## config.mk

```make
export PLATFORM = sky130hd
export DESIGN_NAME = sr_serial_in
export DESIGN_NICKNAME = d
export VERILOG_FILES = /design/src/rtl/sr_serial_in_pkg.sv /design/src/rtl/sr_sync_edge.sv /design/src/rtl/sr_phase_ctr.sv /design/src/rtl/sr_data_reg.sv /design/src/rtl/sr_serial_in.sv
export SDC_FILE = /design/constraint.sdc
export NUM_CORES = 1
export LEC_CHECK = 0
export BUFFER_PORTS_ARGS = -buffer_cell sky130_fd_sc_hd__buf_2
export CAP_MARGIN = 20
export CORE_MARGIN = 1.5
export CORE_UTILIZATION = 50
export CTS_BUF_LIST = sky130_fd_sc_hd__clkbuf_8
export DETAILED_ROUTE_END_ITERATION = 12
export PLACE_DENSITY = 0.77
export REMOVE_ABC_BUFFERS = 1
export SYNTH_ARGS = -nofsm -noshare
export SYNTH_HDL_FRONTEND = slang
export SYNTH_SLANG_ARGS = --single-unit
```

## constraint.sdc

```tcl
create_clock -name clk -period 2 [get_ports clk]
set_clock_uncertainty 0.2 [all_clocks]
set_input_delay 0.1 -clock clk [delete_from_list [all_inputs] [get_ports clk]]
set_output_delay 0.1 -clock clk [all_outputs]
set_load 0.1 [all_outputs]
```

## src/rtl/sr_serial_in_pkg.sv

```systemverilog
package sr_serial_in_pkg;

    // Synchronised edge events of the external shift clock.
    typedef struct packed {
        logic rise;
        logic fall;
    } sclk_evt_t;

    // Kind of CPU access seen in a cycle.
    typedef enum logic [1:0] {
        ACC_NONE  = 2'd0,
        ACC_READ  = 2'd1,
        ACC_WRITE = 2'd2
    } acc_kind_t;

    function automatic acc_kind_t decode_access(input logic rd, input logic wr);
        if (rd)      return ACC_READ;
        else if (wr) return ACC_WRITE;
        else         return ACC_NONE;
    endfunction

    // Number of phases in a full byte: two per bit.
    function automatic int unsigned phase_span(input int unsigned bits);
        return 2 * bits;
    endfunction

endpackage

```

## src/rtl/sr_sync_edge.sv

```systemverilog
module sr_sync_edge
    import sr_serial_in_pkg::*;
#(
    parameter int unsigned STAGES = 2
) (
    input  logic      clk,
    input  logic      rst,
    input  logic      sclk_in,
    input  logic      sdat_in,
    output sclk_evt_t evt,
    output logic      sdat_s
);
    logic [STAGES-1:0] ck_q;
    logic [STAGES-1:0] dt_q;
    logic              ck_prev;

    generate
        if (STAGES == 1) begin : g_one
            always_ff @(posedge clk) begin
                if (rst) begin
                    ck_q <= '0;
                    dt_q <= '0;
                end else begin
                    ck_q <= sclk_in;
                    dt_q <= sdat_in;
                end
            end
        end else begin : g_chain
            always_ff @(posedge clk) begin
                if (rst) begin
                    ck_q <= '0;
                    dt_q <= '0;
                end else begin
                    ck_q <= {ck_q[STAGES-2:0], sclk_in};
                    dt_q <= {dt_q[STAGES-2:0], sdat_in};
                end
            end
        end
    endgenerate

    always_ff @(posedge clk) begin
        if (rst) ck_prev <= 1'b0;
        else     ck_prev <= ck_q[STAGES-1];
    end

    always_comb begin
        evt.rise = ck_q[STAGES-1] & ~ck_prev;
        evt.fall = ~ck_q[STAGES-1] & ck_prev;
        sdat_s   = dt_q[STAGES-1];
    end
endmodule

```

## src/rtl/sr_phase_ctr.sv

```systemverilog
module sr_phase_ctr
    import sr_serial_in_pkg::*;
#(
    parameter int unsigned DATA_W = 8,
    localparam int unsigned PH_DONE = phase_span(DATA_W),
    localparam int unsigned PH_W = $clog2(PH_DONE + 1)
) (
    input  logic            clk,
    input  logic            rst,
    input  logic            restart,
    input  sclk_evt_t       evt,
    output logic [PH_W-1:0] phase,
    output logic            shift_en,
    output logic            done_pulse
);
    logic active;
    logic even_ph;
    logic adv_fall;

    always_comb begin
        active     = (phase != PH_W'(PH_DONE));
        even_ph    = ~phase[0];
        shift_en   = !restart && active && even_ph && evt.rise;
        adv_fall   = !restart && active && !even_ph && evt.fall;
        done_pulse = adv_fall && (phase == PH_W'(PH_DONE - 1));
    end

    always_ff @(posedge clk) begin
        if (rst)                       phase <= PH_W'(PH_DONE);
        else if (restart)              phase <= '0;
        else if (shift_en || adv_fall) phase <= phase + PH_W'(1);
    end
endmodule

```

## src/rtl/sr_data_reg.sv

```systemverilog
module sr_data_reg #(
    parameter int unsigned DATA_W = 8
) (
    input  logic              clk,
    input  logic              rst,
    input  logic              clear,
    input  logic              shift_en,
    input  logic              bit_in,
    output logic [DATA_W-1:0] data
);
    always_ff @(posedge clk) begin
        if (rst || clear) data <= '0;
        else if (shift_en) data <= {data[DATA_W-2:0], bit_in};
    end
endmodule

```

## src/rtl/sr_serial_in.sv

```systemverilog
module sr_serial_in
    import sr_serial_in_pkg::*;
#(
    parameter int unsigned DATA_W = 8,
    parameter int unsigned SYNC_STAGES = 2,
    localparam int unsigned PH_DONE = phase_span(DATA_W),
    localparam int unsigned PH_W = $clog2(PH_DONE + 1)
) (
    input  logic              clk,
    input  logic              rst,
    input  logic              ser_clk,
    input  logic              ser_dat,
    input  logic              sr_rd,
    input  logic              sr_wr,
    output logic [DATA_W-1:0] rx_byte,
    output logic              rx_irq,
    output logic              rx_busy
);
    sclk_evt_t       evt;
    logic            sdat_s;
    logic [PH_W-1:0] phase;
    logic            shift_en;
    logic            done_pulse;
    acc_kind_t       acc;
    logic            restart;

    always_comb begin
        acc     = decode_access(sr_rd, sr_wr);
        restart = (acc != ACC_NONE);
    end

    sr_sync_edge #(.STAGES(SYNC_STAGES)) sync_i (
        .clk(clk), .rst(rst), .sclk_in(ser_clk), .sdat_in(ser_dat),
        .evt(evt), .sdat_s(sdat_s)
    );

    sr_phase_ctr #(.DATA_W(DATA_W)) ctr_i (
        .clk(clk), .rst(rst), .restart(restart), .evt(evt),
        .phase(phase), .shift_en(shift_en), .done_pulse(done_pulse)
    );

    sr_data_reg #(.DATA_W(DATA_W)) dreg_i (
        .clk(clk), .rst(rst), .clear(restart), .shift_en(shift_en),
        .bit_in(sdat_s), .data(rx_byte)
    );

    always_ff @(posedge clk) begin
        if (rst)                 rx_irq <= 1'b0;
        else if (acc == ACC_READ) rx_irq <= 1'b0;
        else if (done_pulse)     rx_irq <= 1'b1;
    end

    assign rx_busy = (phase != PH_W'(PH_DONE));
endmodule

```

==> impl_metrics.py <==
metrics = {
    "detailed_routing": {
        "drc": 0,
        "ant_nets": 0,
        "dr_total_vias": 654,
        "drt-initial-drc-count": 7,
        "viasPerCell": 5.27,
        "wl_per_cell_um": 12.0,
        "first_pass_iters": 4,
        "drt-total-wl_um": 1490,
    },
    "logic_synthesis": {
        "synth_cells": 84,
        "yosysWarnings": 0,
        "syn_avg_cell_area_sq_um": 9.88,
        "synth_top_area_cell": "dfxtp_1",
        "synth_top_flop_cell": "dfxtp_1",
        "syn_area_sq_um": 830,
        "yosysMostFrequentCell": "dfxtp_1",
        "synth_area_leaders": "dfxtp_1 46%, mux2i_1 12%, nand2_1 6.3%, ha_1 4.5%, nor2b_1 3.8%",
        "yosysSeqAreaShare_pct": 45.9,
        "async_flop_share_pct": 0,
        "synth-edff-count": 0,
        "ys_ff_latch": 19,
        "netlist.area_leader.share_pct": 45.9,
        "ys_types": 29,
        "ys_top_cells_by_count": "19 x dfxtp_1, 14 x nand2_1, 10 x mux2i_1",
    },
    "pwr": {
        "power_density_nw_per_um2": 691,
        "seq_power_share_pct": 53.7,
        "finalPower_uw": 721,
        "p_leak_nw": 0.415,
        "switching_share_pct": 23.5,
        "power_frac_clock_pct": 37.6,
        "internal_power_uw": 552,
        "share_comb_of_total_power_pct": 8.8,
        "p_sw_uw": 170,
        "vdd_drop_max_mv": 0.566,
    },
    "die": {
        "dieArea_sq_um": 1910,
        "die_w_um": 43.7,
        "initial_core_util_pct": 54.4,
        "io_pins": 16,
        "core_sq_um": 1520,
        "fp-row-count": 14,
        "die_h_um": 43.7,
    },
    "cells_and_area": {
        "area_growth_pct": 25.8,
        "nets": 118,
        "drive_gt1_share_pct": 24.1,
        "antenna_cells": 0,
    },
    "clock_tree": {
        "cts_sinks": 19,
        "insertion_delay_ns": 0.26,
        "cts_buffer_depth": 2,
        "cts-root-buf": "clkbuf_8",
        "cts-resized-gates": 0,
        "clkTransAtPathRegs_ns": 0.07,
        "tritoncts": "built",
        "h-tree-depth": 1,
        "cts_buffers": 3,
    },
    "sta": {
        "setup_viol": 0,
        "tightest_slew_ns": 0.490,
        "rsz0062_at_grt": "no",
        "fin_tns_setup_ns": 0,
        "max_freq_mhz": 544,
        "whs_ns": 0.0158,
        "fin_crit_ns": 1.84,
        "report.final.slew_viol_count": 0,
        "finalHoldViolations": 0,
        "max_slew_margin_pct": 67.5,
        "period_share_pct": 91.9,
    },
    "grt": {
        "grt_pass1_wl_um": 2680,
        "grt_max_degree": 16,
        "antenna_found_initial": 0,
        "grt_usage_pct": 19.1,
        "gr-total-overflow": 0,
        "first_global_vias": 623,
    },
    "job": {
        "maxCapViolCount": 0,
    },
    "worst_setup_path": {
        "path_class": "reg2reg",
        "cp-end-kind": "flop",
        "cp.required_ns": 1.98,
        "startpoint": "ctr_i.phase[0]$_SDFFE_PP0P_",
        "path_max_fanout": 8,
        "worstSetupStartpointType": "flop",
        "crit_end": "dreg_i.data[2]$_SDFFE_PP0P_",
        "r2r_slack_ns": 0.16,
        "reg2regPathDepth": 6,
        "rr_startpoint": "ctr_i.phase[0]$_SDFFE_PP0P_",
        "r2r-end": "dreg_i.data[2]$_SDFFE_PP0P_",
        "critPathArrivalTime_ns": 1.82,
    },
    "placed_design": {
        "port_buffers": 15,
        "routabilityCongestion": 0.819,
        "dp_hpwl_um": 1100,
    },
    "run_status": {
        "outcome": "finished clean",
    },
    "min_path": {
        "hold_class": "in2reg",
    },
}
## kinds of logic (layout without fill, tap and decap cells)
| family | Yosys count | in the layout | synth area share [%] |
|---|---|---|---|
| buffers and inverters | 10 | 34 | 5.58 |
| and+or+nand+nor | 32 | 32 | 22.2 |
| DFF | 19 | 19 | 45.9 |
| adders and majority gates | 3 | 3 | 4.53 |
| muxes | 10 | 10 | 12.1 |
| AOI/OAI and AO/OA | 10 | 10 | 9.81 |
## per-layer routing
metal  track usage (%)  part of all wire [%]  routed length, um
met5                 0                     0                  0
met4              5.45                  0.54                  8
met3              7.50                   3.6                 54
met2              31.2                    50                746
met1              23.3                    46                677
## worst max-delay path, stage by stage, from the launching register on
cell	delay, ns
dfxtp_1	0.42
inv_1	0.07
ha_1	0.19
and4bb_2	0.27
nor3_4	0.18
buf_4	0.21
mux2i_1	0.22
## power by group through the flow
stage	clock (mW)	combinational (mW)	sequential, mW
2_1_floorplan	0	0.0337	0.395
3_3_place_gp	0	0.0532	0.396
3_5_place_dp	0	0.0538	0.396
4_1_cts	0.278	0.0628	0.387
5_1_grt	0.298	0.0687	0.388
6_report	0.271	0.0632	0.387
## cells in the final DEF (no fill, tap or decap), drive strengths merged
cell type | netlist | final
a31oi | 1 | 1
a211oi | 1 | 1
a221o | 1 | 1
nand2 | 14 | 14
a41oi | 2 | 2
nand4 | 2 | 2
o211ai | 1 | 1
and3b | 1 | 1
o31ai | 1 | 1
dlygate4sd3 | 0 | 6
and3 | 1 | 1
or3b | 1 | 1
mux2i | 10 | 10
and4bb | 1 | 1
dfxtp | 19 | 19
or2 | 1 | 1
nor2 | 1 | 1
nor3 | 3 | 3
a2111oi | 1 | 1
o21ai | 2 | 2
buf | 2 | 17
inv | 7 | 7
nand2b | 1 | 1
ha | 3 | 3
clkinvlp | 0 | 1
clkbuf | 1 | 3
nand3b | 1 | 1
nor2b | 5 | 5
## registers in the layout, summed over array words and instances, names as in the netlist
name / count
sync_i.dt_q: 2
ctr_i.phase: 5
sync_i.ck_prev: 1
sync_i.ck_q: 2
dreg_i.data: 8
rx_irq: 1
## through the flow
step	setup WS, ns	cells	util [%]	area [sq um]
final	0.161	124	68.5	1040
after CTS	0.145	124	68.5	1040
after global routing	0.0479	124	68.5	1040
after global placement	0.252	114	61.3	935
after floorplan	0.149	81	-	810
after detailed placement	0.164	114	61.3	935
## layout make-up
type	instances	area (sq um)
fill	118	480
multi-input combinational	55	403
clock buffer	3	41.3
inverter	7	26.3
clock inverter	1	7.51
tap	16	20.0
sequential	19	380
timing repair buffer	23	165
## how the worst min path moves through the flow
stage | end | from | depth (start not counted)
after floorplan | sync_i.ck_prev$_SDFF_PP0_ | rst | 1
after global placement | rx_irq$_SDFFE_PP0P_ | sr_rd | 2
after detailed placement | rx_irq$_SDFFE_PP0P_ | sr_rd | 2
after CTS | ctr_i.phase[3]$_SDFFE_PP0P_ | sr_wr | 4
after global routing | ctr_i.phase[3]$_SDFFE_PP0P_ | sr_wr | 4
final | ctr_i.phase[3]$_SDFFE_PP0P_ | sr_wr | 4
## timing repair
action	CTS	global route
hold buffers	6	0
hold endpoints to repair	8	0
setup buffers	0	0
Note: power is estimated with default switching activity, not from simulation.
